===== src/rtl/aud_tx_pkg.sv =====
package aud_tx_pkg;

    localparam int SMP_W       = 24;
    localparam int NUM_CH      = 4;
    localparam int SLOT_W      = 32;
    localparam int SLOT_LG     = $clog2(SLOT_W);
    localparam int STEREO_BITS = 2 * SLOT_W;
    localparam int PK128_BITS  = 4 * SLOT_W;
    localparam int PK256_BITS  = 8 * SLOT_W;
    localparam int CNT_W       = $clog2(PK256_BITS);
    localparam int WID_W       = $clog2(SMP_W + 1);
    localparam int CH_W        = $clog2(NUM_CH);
    localparam int BUS_W       = NUM_CH * SMP_W;
    localparam int IDX_W       = $clog2(BUS_W);

    typedef enum logic [2:0] {
        FMT_I2S   = 3'd0,
        FMT_RJ    = 3'd1,
        FMT_DSP   = 3'd2,
        FMT_LJ    = 3'd3,
        FMT_PK256 = 3'd4,
        FMT_PK128 = 3'd5
    } fmt_e;

    typedef struct packed {
        fmt_e             fmt;
        logic [WID_W-1:0] width;
    } cfg_t;

    localparam cfg_t CFG_RST = '{fmt: FMT_I2S, width: WID_W'(SMP_W)};

    // Unused layout codes fall back to I2S; the invalid width code to full width.
    function automatic cfg_t decode_cfg(input logic [2:0] f, input logic [1:0] w);
        cfg_t c;
        case (f)
            3'd0, 3'd1, 3'd2, 3'd3, 3'd4, 3'd5: c.fmt = fmt_e'(f);
            default:                            c.fmt = FMT_I2S;
        endcase
        case (w)
            2'b01:   c.width = WID_W'(20);
            2'b10:   c.width = WID_W'(16);
            default: c.width = WID_W'(SMP_W);
        endcase
        return c;
    endfunction

    function automatic logic [CNT_W-1:0] frame_last(input fmt_e f);
        case (f)
            FMT_PK256: return CNT_W'(PK256_BITS - 1);
            FMT_PK128: return CNT_W'(PK128_BITS - 1);
            default:   return CNT_W'(STEREO_BITS - 1);
        endcase
    endfunction

endpackage


===== src/rtl/aud_tx_frame_ctl.sv =====
module aud_tx_frame_ctl
    import aud_tx_pkg::*;
(
    input  logic             clk,
    input  logic             rst,
    input  logic             step_i,
    input  logic [2:0]       fmt_code_i,
    input  logic [1:0]       width_code_i,
    output logic [CNT_W-1:0] cnt_o,
    output cfg_t             cfg_o,
    output logic             first_o
);

    logic [CNT_W-1:0] cnt_q;
    cfg_t             cfg_q;

    // On the first bit of a frame the fresh codes are used directly, so the
    // frame starts without a lost cycle; later bits use the latched copy.
    assign first_o = (cnt_q == '0);
    assign cfg_o   = first_o ? decode_cfg(fmt_code_i, width_code_i) : cfg_q;
    assign cnt_o   = cnt_q;

    always_ff @(posedge clk) begin
        if (rst) begin
            cnt_q <= '0;
            cfg_q <= CFG_RST;
        end else if (step_i) begin
            if (first_o) cfg_q <= cfg_o;
            cnt_q <= (cnt_q == frame_last(cfg_o.fmt)) ? '0 : cnt_q + 1'b1;
        end
    end

    // the frame configuration holds apart from the first-bit step
    p_cfg_hold_r12: assert property (@(posedge clk) disable iff (rst)
        !(step_i && first_o) |=> $stable(cfg_q));

    // the bit index never passes the end of the frame layout in use
    p_cnt_bound_r3: assert property (@(posedge clk) disable iff (rst)
        cnt_q <= frame_last(cfg_q.fmt));

endmodule


===== src/rtl/aud_tx_bit_sel.sv =====
module aud_tx_bit_sel
    import aud_tx_pkg::*;
(
    input  cfg_t             cfg_i,
    input  logic [CNT_W-1:0] cnt_i,
    input  logic [BUS_W-1:0] smp_i,
    output logic             bit_o,
    output logic             fclk_o
);

    logic [SLOT_LG-1:0] pos;
    logic [SLOT_LG-1:0] off;
    logic [SLOT_LG:0]   t;
    logic [SLOT_LG:0]   u;
    logic               half;
    logic [1:0]         sub;
    logic               valid;
    logic [CH_W-1:0]    ch;
    logic [WID_W-1:0]   k;
    logic [WID_W-1:0]   bit_idx;
    logic [IDX_W-1:0]   sel;

    always_comb begin
        valid  = 1'b0;
        ch     = '0;
        k      = '0;
        fclk_o = 1'b0;
        half   = 1'b0;
        sub    = 2'd0;
        off    = '0;
        t      = cnt_i[SLOT_LG:0];
        u      = t - 1'b1;
        pos    = cnt_i[SLOT_LG-1:0];
        case (cfg_i.fmt)
            FMT_DSP: begin
                fclk_o = (cnt_i == '0);
                if (t != '0) begin
                    if (u < {1'b0, cfg_i.width}) begin
                        valid = 1'b1;
                        k     = u[WID_W-1:0];
                    end else if (u < {cfg_i.width, 1'b0}) begin
                        valid = 1'b1;
                        ch    = CH_W'(2);
                        k     = WID_W'(u - {1'b0, cfg_i.width});
                    end
                end
            end
            FMT_PK128, FMT_PK256: begin
                if (cfg_i.fmt == FMT_PK128) begin
                    half = cnt_i[SLOT_LG+1];
                    sub  = {1'b0, cnt_i[SLOT_LG]};
                end else begin
                    half = cnt_i[SLOT_LG+2];
                    sub  = cnt_i[SLOT_LG+1:SLOT_LG];
                end
                fclk_o = !half;
                if (!sub[1] && (pos < cfg_i.width)) begin
                    valid = 1'b1;
                    ch    = {half, sub[0]};
                    k     = pos;
                end
            end
            default: begin
                half = cnt_i[SLOT_LG];
                case (cfg_i.fmt)
                    FMT_I2S: off = SLOT_LG'(1);
                    // wraps to SLOT_W - width: LSB on the last bit of the half
                    FMT_RJ:  off = SLOT_LG'(SLOT_W) - SLOT_LG'(cfg_i.width);
                    default: off = '0;
                endcase
                fclk_o = (cfg_i.fmt == FMT_I2S) ? half : !half;
                if ((pos >= off) && ((pos - off) < cfg_i.width)) begin
                    valid = 1'b1;
                    ch    = {half, 1'b0};
                    k     = pos - off;
                end
            end
        endcase
        bit_idx = cfg_i.width - 1'b1 - k;
        sel     = IDX_W'(ch) * IDX_W'(SMP_W) + IDX_W'(bit_idx);
        bit_o   = valid & smp_i[sel];
    end

endmodule


===== src/rtl/aud_ser_tx.sv =====
module aud_ser_tx
    import aud_tx_pkg::*;
(
    input  logic             clk,
    input  logic             rst,
    input  logic             bit_en_i,
    input  logic [2:0]       fmt_i,
    input  logic [1:0]       width_i,
    input  logic [BUS_W-1:0] smp_i,
    input  logic             smp_rdy_i,
    output logic             smp_ack_o,
    output logic             bclk_o,
    output logic             fclk_o,
    output logic             sdata_o
);

    logic [CNT_W-1:0] cnt;
    cfg_t             cfg;
    logic             first;
    logic [BUS_W-1:0] smp_q;
    logic [BUS_W-1:0] smp_eff;
    logic             nxt_bit;
    logic             nxt_fclk;

    aud_tx_frame_ctl u_ctl (
        .clk          (clk),
        .rst          (rst),
        .step_i       (bit_en_i),
        .fmt_code_i   (fmt_i),
        .width_code_i (width_i),
        .cnt_o        (cnt),
        .cfg_o        (cfg),
        .first_o      (first)
    );

    // A missing sample set at frame start sends a silent frame.
    assign smp_eff = first ? (smp_rdy_i ? smp_i : '0) : smp_q;

    aud_tx_bit_sel u_sel (
        .cfg_i  (cfg),
        .cnt_i  (cnt),
        .smp_i  (smp_eff),
        .bit_o  (nxt_bit),
        .fclk_o (nxt_fclk)
    );

    always_ff @(posedge clk) begin
        if (rst) begin
            smp_q     <= '0;
            smp_ack_o <= 1'b0;
            bclk_o    <= 1'b1;
            fclk_o    <= 1'b0;
            sdata_o   <= 1'b0;
        end else begin
            smp_ack_o <= bit_en_i && first && smp_rdy_i;
            if (bit_en_i) begin
                if (first) smp_q <= smp_eff;
                sdata_o <= nxt_bit;
                fclk_o  <= nxt_fclk;
                bclk_o  <= 1'b0;
            end else begin
                bclk_o  <= 1'b1;
            end
        end
    end

    // serial outputs move only on a bit step (falling bit clock)
    p_data_on_step_r2: assert property (@(posedge clk) disable iff (rst)
        !bit_en_i |=> ($stable(sdata_o) && $stable(fclk_o)));

    // bit clock low phase lasts one cycle
    p_bclk_pulse_r2: assert property (@(posedge clk) disable iff (rst)
        !bclk_o |=> bclk_o);

    // steps are never back to back
    p_step_spacing_r2: assert property (@(posedge clk) disable iff (rst)
        bit_en_i |=> !bit_en_i);

    // acknowledge only accompanies the first bit of a frame
    p_ack_frame_start_r13: assert property (@(posedge clk) disable iff (rst)
        smp_ack_o |-> (cnt == CNT_W'(1)));

endmodule


===== config.mk =====
export PLATFORM = sky130hd
export DESIGN_NAME = aud_ser_tx
export DESIGN_NICKNAME = d
export VERILOG_FILES = /design/src/rtl/aud_tx_pkg.sv /design/src/rtl/aud_tx_frame_ctl.sv /design/src/rtl/aud_tx_bit_sel.sv /design/src/rtl/aud_ser_tx.sv
export SDC_FILE = /design/constraint.sdc
export NUM_CORES = 1
export LEC_CHECK = 0
export ABC_AREA = 1
export BUFFER_PORTS_ARGS = -buffer_cell sky130_fd_sc_hd__buf_2
export CAP_MARGIN = 20
export CORE_ASPECT_RATIO = 0.9
export CORE_MARGIN = 2
export CORE_UTILIZATION = 25
export DETAILED_ROUTE_END_ITERATION = 16
export SETUP_SLACK_MARGIN = 0.02
export SYNTH_ARGS = -nofsm -noshare
export SYNTH_HDL_FRONTEND = slang
export SYNTH_HIERARCHICAL = 1
export SYNTH_SLANG_ARGS = --single-unit
export TNS_END_PERCENT = 30

===== constraint.sdc =====
create_clock -name clk -period 6.2 [get_ports clk]
set_clock_uncertainty 0.1 [all_clocks]
set_input_delay 0.93 -clock clk [delete_from_list [all_inputs] [get_ports clk]]
set_output_delay 0.93 -clock clk [all_outputs]
set_load 0.005 [all_outputs]

After elaboration in Yosys (flattened, before gate mapping). Index checks and enable logic that the tools add are counted.

Bits in registers: 116. Input bits: 105. Output and inout port bits: 4.

Add/subtract/negate cells: 8. $mul: 1. $lt $le $gt $ge: 6. Equality and inequality tests: 12. Muxes and demuxes: 38. Bitwise gates (word level): 1. Reductions and logical operators: 15.

Operator list (number): 96-bit 2-to-1 mux (2); 8-bit 2-to-1 mux (4); 5-bit 2-to-1 mux (6); 5-bit case mux with 2 select lines (2); 8-bit case mux with 2 select lines (1); 5-bit subtractor (3); 2-bit 2-to-1 mux (7); 3-bit equality test (second input constant) (4); 5-bit less-than comparator (2); 1-bit 2-to-1 mux (10); 3-bit by 2-bit equality test with 1-bit output (second input constant) (3); 8-bit by 1-bit adder with 8-bit output (second input constant) (1); 8-bit equality test (1); 8-bit logical NOT (1); 7-bit by 8-bit less-than comparator with 1-bit output (second input constant) (1); 4-bit case mux with 2 select lines (1); 7-bit by 5-bit adder with 7-bit output (1); 1-bit binary-select mux with 7-bit select (1); 3-bit by 1-bit equality test with 1-bit output (second input constant) (2); 3-bit logical NOT (2); 6-bit by 5-bit less-than comparator with 1-bit output (1); 6-bit less-than comparator (1); 6-bit nonzero test (1); 6-bit OR reduction (1); other kinds (16) (22).

Depth between registers and ports, before layout. Gate-level depths: netlist of the first run.

Depth in word-level cells: 17. Gate-level depth with buffers: 43. Mapped depth without buffers: 43.

Hierarchy. The synthesis of the first run kept the hierarchy.

Modules (own cells, without submodules): aud_ser_tx (instances 1, cells each 1060, area an instance 6052.1 sq um, sequential area each 2001.9 sq um); aud_tx_bit_sel (instances 1, cells each 441, area an instance 2378.5 sq um, sequential area each 0.0 sq um); aud_tx_frame_ctl (instances 1, cells each 128, area an instance 907.1 sq um, sequential area each 320.3 sq um).

Worst setup path before layout of the first run. OpenSTA, ideal clock, no wires.

Kind: reg2reg. From: register u_ctl.cnt_q[1] (netlist: u_ctl/cnt_o[1]). To: register sdata_o. Setup time: 116 ps. Arrival: 5864 ps. Setup slack: 120 ps. Cell stages (with the launch flop): 42. Clock period less this slack: 6080 ps. Cells stage by stage: dfxtp_1 inv_1 ha_1 nand2_2 nor2_2 nand2_4 inv_1 nor2_1 inv_1 ha_1 or2_2 nand3_1 ha_1 nand2_1 nand2_1 a31o_2 xor2_1 inv_1 [... 6 more ...] nor2_1 ha_1 inv_1 fa_1 inv_1 nand3_1 nand2_1 xor2_1 nand3b_1 nand2_1 fa_1 inv_1 a21oi_1 o21bai_1 nand2_1 nor2_1 nor2_1 nor2_1.

RTL lines: start: declaration (line aud_tx_frame_ctl.sv:14) `logic [CNT_W-1:0] cnt_q;`; start signal: assignment (line aud_tx_frame_ctl.sv:29) `cnt_q <= (cnt_q == frame_last(cfg_o.fmt)) ? '0 : cnt_q + 1'b1;`; end signal: assignment (line aud_ser_tx.sv:58) `sdata_o <= nxt_bit;`; end: declaration (line aud_ser_tx.sv:14) `output logic sdata_o`.

==> summary.md, run 1 <==
| Metric | Value |
|---|---|
| DR WL/cell | `~13 µm` |
| Worst-path clk slew | `~0.06 ns` |
| CTS sink count | `around 120` |
| Pins Over Slew Limit | `0` |
| Hold Crit Class | `reg2reg` |
| Yosys reg bits | `approximately 120` |
| Fmax | `about 170 MHz` |
| Initial Utilization | `about 25%` |
| GRT Residual Overflow | `0` |
| Vias per cell | `about 4.6` |
| # hold bufs at CTS | `0` |
| Area Overhead vs Synth | `18.9%` |
| Met1 Resource Use GR | `between 20% and 30%` |
| CP max-delay cell | `fa_1` |
| Worst Path Arrival | `5.98 ns` |
| Row cnt | `67` |
| Fin crit share | `92.9%` |
| Commonest non-fill, non-tap cell in the layout | `nand2_1` |
| DRC Markers | `0` |
| Post-DP Area | `0.0103 mm²` |
| Fin Setup TNS | `0 ns` |
| Worst skew pair latency | `roughly 0.43 ns` |
| Max VDD drop | `~200 µV` |
| Mapped Cells | `around 1600` |
| Clock buffer count from CTS | `17` |
| Final setup vio count | `0` |
| Critical Path Start Type | `flop` |
| CTS Buffer Depth | `2` |
| Post-route ant nets | `0` |
| PortBufs | `between 100 and 150` |
| Worst setup path category | `reg2reg` |
| Critical Path End Type | `flop` |
| Root Buffer | `clkbuf_16` |
| Vias in the first global route | `a little over 9000` |
| Pwr/cell area | `323 mW/mm²` |
| Slew HR | `between 20% and 30%` |
| Initial antenna violation count | `1` |
| Syn Nets | `~1800` |
| Syn_area_per_cell | `~5.7 µm²` |
| Critical path's most frequent cell | `nor2_1` |
| Full die area | `around 0.04 mm²` |
| CTS H-tree depth | `4` |
| Synth warnings | `6` |
| Starting DRT DRC Count | `672` |
| GR peak layer | `met2` |
| Core Footprint | `0.0371 mm²` |
| First-pass GRT wire length | `roughly 46000 µm` |
| Drt total wl | `roughly 30000 µm` |
| GP Congestion | `~0.84` |
| Cell Area, Synth | `approximately 0.0093 mm²` |
| CTS tree | `yes` |
| Met2 Resource Use GR | `23.9%` |
| Cell area after layout | `0.0111 mm²` |
| Pin count of the biggest net entering global routing | `about 130` |
| WP data required | `approximately 6.4 ns` |
| Commonest cells after routing, fill and taps aside | `nand2_1 (461), nand3_1 (304), inv_1 (253)` |
| Post-DP HPWL | `about 20000 µm` |
| Slew @ Worst Pin | `between 1 and 1.5 ns` |
| Lkg Pwr | `5.86 nW` |
| Register area share after synthesis | `roughly a quarter` |
| Fin crit period | `5.76 ns` |
| Chip width | `approximately 210 µm` |
| Fillers | `between 4000 and 5000` |
| Critical Path Fanout Max | `7` |
| Io pins | `approximately 110` |
| Global Route Usage Sum | `around 15%` |
| Antenna diodes | `0` |
| CP max stage delay | `0.40 ns` |
| Final hold vios | `0` |
| DR pass1 iterations | `6` |
| Met3 usage | `2.48%` |
| Fin nets | `about 1800` |
| Vias after detailed routing | `between 10000 and 15000` |
| Outcome | `completed` |
| Die height | `approximately 190 µm` |
| Cell variety after synth | `38` |
| Max Cap Viol | `0` |
| Share of cells above drive strength 1 | `13.6%` |
-- path summary, 6_finish.rpt --
kind	start	to	slack [ns]	cells after the start
min	u_ctl/cfg_q[4]$_SDFFE_PP1P_	u_ctl/cfg_q[4]$_SDFFE_PP1P_	0.36	2
max reg2reg	u_ctl/cnt_o[0]$_SDFFE_PP0P_	sdata_o$_SDFFE_PP0P_	0.44	42
max	u_ctl/cnt_o[0]$_SDFFE_PP0P_	sdata_o$_SDFFE_PP0P_	0.44	42
min reg2reg	u_ctl/cfg_q[4]$_SDFFE_PP1P_	u_ctl/cfg_q[4]$_SDFFE_PP1P_	0.36	2
-- metal layers --
layer | share of wire (%) | vias up
li1 | - | 5223
met5 | 0.044 | -
met3 | 4.3 | 33
met1 | 49 | 4563
met4 | 1.6 | 2
met2 | 45 | 213
-- cells in the mapped netlist, drive strengths merged --
cell type	n	area [µm²]
a211oi	1	7.51
a21oi	25	125
a221o	1	10.0
a31o	1	8.76
buf	82	427
clkbuf	19	71.3
dfxtp	116	2320
fa	4	80.1
ha	36	450
inv	264	991
nand2	470	1790
nand3	306	1540
nand3b	1	7.51
nand4	9	56.3
nor2	132	518
nor3	12	70.1
nor3b	1	7.51
nor4	1	21.3
o2111ai	1	8.76
o211ai	4	30.0
o21a	1	7.51
o21ai	119	599
o21bai	3	26.3
o31ai	1	7.51
or2	2	12.5
xnor2	4	35.0
xor2	13	114
-- stage by stage --
step / instances / setup slack, ns / power (mW) / util, % / hold slack [ns]
final: 2191 / 0.438 / 3.58 / 30.0 / 0.361
after global routing: 2191 / -0.0575 / 3.84 / 30.0 / 0.394
after CTS: 2186 / 0.0452 / 3.56 / 29.5 / 0.355
after detailed placement: 2154 / -0.117 / 2.49 / 27.8 / 0.342
after global placement: 2153 / 0.0802 / 2.46 / 27.8 / 0.339
after floorplan: 1629 / 0.120 / 2.00 / - / 0.315
-- layout make-up --
cell class	count	area, µm²	area share (%)
clock buffer	21	470	4.24
tap	483	604	5.45
inverter	264	1000	9.01
timing repair buffer	148	902	8.13
sequential	116	2320	20.9
clock inverter	11	151	1.36
multi-input combinational	1148	5650	50.9
-- kinds of logic (layout without fill, tap and decap cells) --
group	count (synthesis)	in the layout	share of synthesized area, %
AND/OR/NAND/NOR	934	934	43.0
buffers and inverters	365	444	15.9
XOR/XNOR	17	17	1.59
AO/OA/AOI/OAI	157	157	8.90
adder cells (fa/ha/maj)	40	40	5.68
flip-flops	116	116	24.9
-- sequential cells by signal, indices dropped and copies added, names as in the netlist --
name and cells:
smp_ack_o 1, bclk_o 1, u_ctl/cnt_o 8, smp_q 96, fclk_o 1, u_ctl/cfg_q 8
sdata_o 1
-- critical path, delay by kind of cell, from the launching register on --
| kind | cells | cell delay (ns) |
|---|---|---|
| and+or+nand+nor | 23 | 2.10 |
| adders and majority gates | 7 | 1.78 |
| xor gates and xnor gates | 3 | 0.56 |
| buffers and inverters | 7 | 0.45 |
| AOI/OAI and AO/OA | 2 | 0.35 |
| DFF | 1 | 0.34 |
-- where the power goes --
part	total [mW]	internal (mW)	switching, mW
logic	1.69	0.572	1.12
registers	0.839	0.820	0.0190
clock network	1.06	0.665	0.392
-- repair_timing --
action	in CTS	in global routing
gates resized for setup	0	29
endpoints found under the setup margin	0	1
setup buffers	0	4
Power figures use the tool's default switching activity.
==> run 2: changes to the inputs <==
==> constraint.sdc (replaced) <==
create_clock -name clk -period 6.2 [get_ports clk]
set_clock_uncertainty 0.1 [all_clocks]
set_input_delay 0.31 -clock clk [delete_from_list [all_inputs] [get_ports clk]]
set_output_delay 0.31 -clock clk [all_outputs]
set_load 0.005 [all_outputs]
==> run 2 against run 1 <==
Global-route usage shrank 0.35 points. Sequential power is essentially flat. Via count rose by 0.26%. Cell area rose by 0.45%. Critical endpoint unchanged. Non-clock buffer count rose by 2. Clock-buffer cell count unchanged. Power fell by 0.98%. Final cell count about the same. Clock power about the same.
==> summary.md, run 2 (same netlist as run 1, synthesis figures left out) <==
| Metric | Value |
|---|---|
| Drt total wl | `28700 µm (was 29500 µm)` |
| Commonest non-fill, non-tap cell in the layout | `nand2_1 (unchanged)` |
| Switch Pwr | `1.47 mW (was 1.53 mW)` |
| GRT Residual Overflow | `0 (unchanged)` |
| Die height | `187 µm (unchanged)` |
| Starting DRT DRC Count | `797 (was 672)` |
| First-pass GRT wire length | `45500 µm (was 46400 µm)` |
| Antenna diodes | `0 (unchanged)` |
| Outcome | `completed (unchanged)` |
| Final setup vio count | `0 (unchanged)` |
| Worst setup path category | `reg2reg (unchanged)` |
| Commonest cells after routing, fill and taps aside | `nand2_1 (460), nand3_1 (303), inv_1 (252) (was nand2_1 (461), nand3_1 (304), inv_1 (253))` |
| WP data required | `6.47 ns (was 6.42 ns)` |
| Fmax | `170 MHz (was 174 MHz)` |
| GP Congestion | `0.875 (was 0.838)` |
| Number of instances in the placed design | `2149 (was 2154)` |
| DR WL/cell | `13.1 µm (was 13.5 µm)` |
| Root Buffer | `clkbuf_16 (unchanged)` |
| Fillers | `4136 (was 4173)` |
| DR pass1 iterations | `5 (was 6)` |
| Chip width | `208 µm (unchanged)` |
| Vias per cell | `4.59 (was 4.58)` |
| Multi-input combinational cell area | `0.00569 mm² (was 0.00565 mm²)` |
| Fin crit share | `94.8% (was 92.9%)` |
| CP max stage delay | `0.57 ns (was 0.40 ns)` |
| Final Util | `30.1% (was 30.0%)` |
| Global Route Usage Sum | `14.4% (was 14.8%)` |
| Hold Crit Class | `in2reg (was reg2reg)` |
| Slew HR | `35.7% (was 26.8%)` |
| CTS H-tree depth | `4 (unchanged)` |
| Combinational fraction of design power | `46.2% (was 47.1%)` |
| Cell Int Power | `2.08 mW (was 2.06 mW)` |
| FF/Latch Area | `0.00232 mm² (unchanged)` |
| Critical Path End Type | `flop (unchanged)` |
| Fin nets | `1842 (was 1840)` |
| Worst skew pair latency | `0.43 ns (about the same)` |
| CTS Buffer Depth | `2 (unchanged)` |
| Final hold vios | `0 (unchanged)` |
| Full die area | `0.0389 mm² (unchanged)` |
| Slew @ Worst Pin | `0.964 ns (was 1.10 ns)` |
| CTS tree | `yes (unchanged)` |
| CP delay by family, top | `simple AND/OR/NAND/NOR gates (unchanged)` |
| Max FFs per register | `96 (unchanged)` |
| Pin count of the biggest net entering global routing | `129 (was 125)` |
| Io pins | `109 (unchanged)` |
| Sequential power share | `23.6% (was 23.4%)` |
| Post-route ant nets | `0 (unchanged)` |
| Pwr/cell area | `318 mW/mm² (was 323 mW/mm²)` |
| Non-filler instance count after layout | `2192 (was 2191)` |
| Initial antenna violation count | `1 (unchanged)` |
| Max VDD drop | `210 µV (was 195 µV)` |
| Largest register by flop count | `smp_q (unchanged)` |
| Clock power frac | `30.2% (was 29.5%)` |
| Critical Path Fanout Max | `6 (was 7)` |
| Row cnt | `67 (unchanged)` |
| Area Overhead vs Synth | `19.4% (was 18.9%)` |
| DRC Markers | `0 (unchanged)` |
| Vias after detailed routing | `10100 (was 10000)` |
| Max Cap Viol | `0 (unchanged)` |
| Pins Over Slew Limit | `0 (unchanged)` |
| Switching Fraction | `41.3% (was 42.6%)` |
| Worst-path clk slew | `0.06 ns (about the same)` |
| Initial Utilization | `25.2% (unchanged)` |
| Worst path bufs/invs | `7 (unchanged)` |
| Share of cells above drive strength 1 | `14.0% (was 13.6%)` |
| Post-DP HPWL | `19000 µm (was 19500 µm)` |
| CTS sink count | `116 (unchanged)` |
| Clock buffer count from CTS | `17 (unchanged)` |
| Core Footprint | `0.0371 mm² (unchanged)` |
| Critical Path Start Type | `flop (unchanged)` |
| Fin crit period | `5.88 ns (was 5.76 ns)` |
| Lkg Pwr | `5.88 nW (was 5.86 nW)` |
| PortBufs | `108 (unchanged)` |
| Critical path's most frequent cell | `nand2_1 (was nor2_1)` |
| CP max-delay cell | `fa_2 (was fa_1)` |
| Vias in the first global route | `8860 (was 9047)` |
| Worst Path Arrival | `6.14 ns (was 5.98 ns)` |
| # hold bufs at CTS | `0 (unchanged)` |
[run 2: cell count changes in the layout (fill, tap and decap cells not counted), sizes merged]
cell	previous run	this run
clkinv	5	8
inv	263	262
buf	148	150
bufinv	3	4
clkinvlp	4	0
[run 2: worst paths after layout]
kind                                from                     endpoint  slack [ns]  cells past startpoint
max          u_ctl/cnt_o[1]$_SDFFE_PP0P_         sdata_o$_SDFFE_PP0P_        0.32                     42
min                            smp_i[15]       smp_q[15]$_SDFFE_PP0P_         0.1                      5
max reg2reg  u_ctl/cnt_o[1]$_SDFFE_PP0P_         sdata_o$_SDFFE_PP0P_        0.32                     42
min reg2reg  u_ctl/cfg_q[4]$_SDFFE_PP1P_  u_ctl/cfg_q[4]$_SDFFE_PP1P_        0.36                      2
[run 2: tightest hold or removal path: cells and delay by family]
| kind | cells | cell delay [ns] |
|---|---|---|
| buf+inv | 2 | 0.11 |
| simple gates | 3 | 0.16 |
[run 2: layout make-up]
class / count / area share, %
Clock buffer: 21 / 4.22
Clock inverter: 10 / 1.38
Inverter: 264 / 9.01
Multi-Input combinational cell: 1148 / 51.0
Sequential cell: 116 / 20.9
Tap cell: 483 / 5.42
Timing Repair Buffer: 150 / 8.11
[run 2: per-layer routing]
layer | global-route usage, % | routed length, µm
met1 | 19.7 | 13800
met2 | 23.6 | 13300
met3 | 2.48 | 1340
met4 | 3.66 | 241
met5 | 0 | 8
[run 2: per-stage QoR]
stage | worst slack, ns | area [µm²] | power, mW | hold slack (ns) | setup TNS [ns]
floorplan | 0.120 | 9340 | 2.00 | 0.282 | 0
global placement | 0.199 | 10200 | 2.40 | 0.336 | 0
detailed placement | 0.0284 | 10200 | 2.42 | 0.342 | 0
CTS | 0.0419 | 10900 | 3.52 | 0.0806 | 0
global route | -0.0832 | 11100 | 3.83 | 0.110 | -0.0832
finish | 0.325 | 11100 | 3.55 | 0.0973 | 0
[run 2: repair_timing]
action,4_1_cts,5_1_grt
resized for setup,1,36
pin swaps,0,19
endpoints found under the hold margin,0,0
endpoints found under the setup margin,1,1
setup buffers,0,10
[run 2: power groups by stage]
stage | Clock (mW) | Combinational, mW | Sequential, mW
2_1_floorplan | 0 | 1.15 | 0.853
3_3_place_gp | 0 | 1.55 | 0.854
3_5_place_dp | 0 | 1.57 | 0.855
4_1_cts | 1.10 | 1.58 | 0.839
5_1_grt | 1.13 | 1.86 | 0.846
6_report | 1.07 | 1.64 | 0.839
==> run 3: changes to the inputs <==
CELL_PAD_IN_SITES_DETAIL_PLACEMENT = 0   (was not set)
CELL_PAD_IN_SITES_GLOBAL_PLACEMENT = 1   (was not set)
PLACE_DENSITY_LB_ADDON = 0.1   (was not set)
==> run 3 against run 2 <==
Final cell count about the same. Cell area down 0.72%. Power up 2.3%. Maximum frequency up 2.1%. Sequential share of layout area up 0.13 points. First-iteration DRC count down 29%. Wire length up 14%. Critical endpoint unchanged.
==> summary.md, run 3 (same netlist as run 1, synthesis figures left out) <==
| Metric | Value |
|---|---|
| Outcome | `completed (unchanged)` |
| Non-filler instance count after layout | `2190 (was 2192)` |
| Pwr/cell area | `328 mW/mm² (was 318 mW/mm²)` |
| GP Congestion | `0.816 (was 0.875)` |
| CTS Buffer Depth | `2 (unchanged)` |
| Fmax | `174 MHz (was 170 MHz)` |
| Commonest cells after routing, fill and taps aside | `nand2_1 (461), nand3_1 (303), inv_1 (254) (was nand2_1 (460), nand3_1 (303), inv_1 (252))` |
| CP max stage delay | `0.56 ns (was 0.57 ns)` |
| Vias after detailed routing | `9809 (was 10100)` |
| CP max-delay cell | `fa_1 (was fa_2)` |
| Hold Crit Endpoint | `smp_q[7]$_SDFFE_PP0P_ (was smp_q[15]$_SDFFE_PP0P_)` |
| Worst setup margin | `0.446 ns (was 0.325 ns)` |
| Worst path bufs/invs | `7 (unchanged)` |
| Drt total wl | `32700 µm (was 28700 µm)` |
| Post-DP Area | `0.0103 mm² (was 0.0102 mm²)` |
| Hold Crit Class | `in2reg (unchanged)` |
| DR WL/cell | `14.9 µm (was 13.1 µm)` |
| Final Util | `29.9% (was 30.1%)` |
| Root Buffer | `clkbuf_16 (unchanged)` |
| DRC Markers | `0 (unchanged)` |
| Max VDD drop | `219 µV (was 210 µV)` |
| Reg2Reg Depth | `40 (was 42)` |
| Final setup vio count | `0 (unchanged)` |
| Reg2reg end | `sdata_o$_SDFFE_PP0P_ (unchanged)` |
| Critical Path Start Type | `flop (unchanged)` |
| GRT Residual Overflow | `0 (unchanged)` |
| DR pass1 iterations | `5 (unchanged)` |
| Number of instances in the placed design | `2152 (was 2149)` |
| Hold WS | `0.0876 ns (was 0.0973 ns)` |
| Initial antenna violation count | `0 (was 1)` |
| # hold bufs at CTS | `0 (unchanged)` |
| Final hold vios | `0 (unchanged)` |
| CTS sink count | `116 (unchanged)` |
| Critical Path End Type | `flop (unchanged)` |
| Clock buffer count from CTS | `17 (unchanged)` |
| HP Start | `smp_i[7] (was smp_i[15])` |
| Pin count of the biggest net entering global routing | `233 (was 129)` |
| Die height | `187 µm (unchanged)` |
| WHS Path Cells | `5 (unchanged)` |
| Lkg Pwr | `5.85 nW (was 5.88 nW)` |
| Starting DRT DRC Count | `562 (was 797)` |
| Post-DP HPWL | `20700 µm (was 19000 µm)` |
| Core Footprint | `0.0371 mm² (unchanged)` |
| Cell area after layout | `0.0111 mm² (about the same)` |
| Vias in the first global route | `9172 (was 8860)` |
| Worst setup path category | `reg2reg (unchanged)` |
| Worst Path Arrival | `5.98 ns (was 6.14 ns)` |
| Chip width | `208 µm (unchanged)` |
| Minimum setup slack among reg-to-reg paths | `0.45 ns (was 0.32 ns)` |
| First-pass GRT wire length | `51400 µm (was 45500 µm)` |
| Row cnt | `67 (unchanged)` |
| Share of cells above drive strength 1 | `13.3% (was 14.0%)` |
| Max FFs per register | `96 (unchanged)` |
| Area Overhead vs Synth | `18.5% (was 19.4%)` |
| CTS tree | `yes (unchanged)` |
| Fin nets | `1839 (was 1842)` |
| RR Startpoint | `u_ctl/cnt_o[0]$_SDFFE_PP0P_ (was u_ctl/cnt_o[1]$_SDFFE_PP0P_)` |
| Antenna diodes | `0 (unchanged)` |
| Full die area | `0.0389 mm² (unchanged)` |
| Pre-CTS WS | `0.0333 ns (was 0.0284 ns)` |
| Io pins | `109 (unchanged)` |
| PortBufs | `108 (unchanged)` |
| CTS H-tree depth | `4 (unchanged)` |
| CP delay by family, top | `simple AND/OR/NAND/NOR gates (unchanged)` |
| Fin crit share | `92.8% (was 94.8%)` |
| Pins Over Slew Limit | `0 (unchanged)` |
| Fin Setup TNS | `0 ns (unchanged)` |
| Critical Path Fanout Max | `9 (was 6)` |
| Final Power | `3.63 mW (was 3.55 mW)` |
| Slew HR | `26.5% (was 35.7%)` |
| Fin crit period | `5.75 ns (was 5.88 ns)` |
| Global Route Usage Sum | `16.8% (was 14.4%)` |
| Slew @ Worst Pin | `1.10 ns (was 0.964 ns)` |
| Worst skew pair latency | `0.44 ns (was 0.43 ns)` |
| Vias per cell | `4.48 (was 4.59)` |
| Largest register by flop count | `smp_q (unchanged)` |
| WP data required | `6.43 ns (was 6.47 ns)` |
| Post-route ant nets | `0 (unchanged)` |
| Worst-path clk slew | `0.06 ns (about the same)` |
| Max Cap Viol | `0 (unchanged)` |
| Commonest non-fill, non-tap cell in the layout | `nand2_1 (unchanged)` |
| Initial Utilization | `25.2% (unchanged)` |
[run 3: changes by cell type in the layout (fill, tap and decap cells not counted), moves of 2 or more]
cell	delta
ha_4	-3
inv_1	+2
clkbuf_8	-2
clkinvlp_4	+2
dfxtp_2	-2
ha_1	+2
buf_4	-4
dfxtp_1	+2
buf_16	-2
clkbuf_1	+2
inv_2	-3
nand2_2	-2
buf_12	+3
[run 3: layout make-up]
type                    count  area [µm²]
well taps                 483         604
inverters                 264        1000
repair buffers            147         880
multi-input cells        1148        5650
fillers                  4279       26000
clock buffers              21         450
flip-flops and latches    116        2320
clock inverters            11         158
[run 3: worst max path at each step]
stage	depth (start not counted)	slack (ns)	to	from
after floorplan	41	0.12	sdata_o$_SDFFE_PP0P_	u_ctl/cnt_o[1]$_SDFFE_PP0P_
after global routing	42	-0.002	sdata_o$_SDFFE_PP0P_	u_ctl/cnt_o[0]$_SDFFE_PP0P_
after detailed placement	42	0.03	sdata_o$_SDFFE_PP0P_	u_ctl/cnt_o[0]$_SDFFE_PP0P_
final	40	0.45	sdata_o$_SDFFE_PP0P_	u_ctl/cnt_o[0]$_SDFFE_PP0P_
after CTS	42	0.07	sdata_o$_SDFFE_PP0P_	u_ctl/cnt_o[0]$_SDFFE_PP0P_
after global placement	42	0.14	sdata_o$_SDFFE_PP0P_	u_ctl/cnt_o[0]$_SDFFE_PP0P_
[run 3: worst register-to-register path, delay by kind of cell, from the launching register on]
family / cells / cell delay, ns
adder cells (fa/ha/maj): 6 / 1.88
AND/OR/NAND/NOR: 23 / 2.00
XOR/XNOR: 2 / 0.34
AO/OA/AOI/OAI: 2 / 0.36
buffers and inverters: 7 / 0.69
flip-flops: 1 / 0.30
[run 3: report_power, final]
| part | switching (mW) | internal [mW] | total [mW] | leakage (nW) |
|---|---|---|---|---|
| Sequential | 0.0197 | 0.820 | 0.839 | 0.955 |
| Clock | 0.386 | 0.678 | 1.06 | 0.300 |
| Combinational | 1.15 | 0.580 | 1.73 | 4.60 |
| Total | 1.55 | 2.08 | 3.63 | 5.85 |
[run 3: repair_timing]
action,4_1_cts,5_1_grt
setup buffers,0,6
endpoints found under the setup margin,1,1
pin swaps,0,4
resized for setup,1,29
[run 3: metal layers]
layer	global-route usage (%)	wire, µm	up-vias
li1	-	-	5223
met1	23.5	16900	4449
met2	27.0	14700	127
met3	2.52	885	10
met4	3.93	249	0
met5	0	0	-
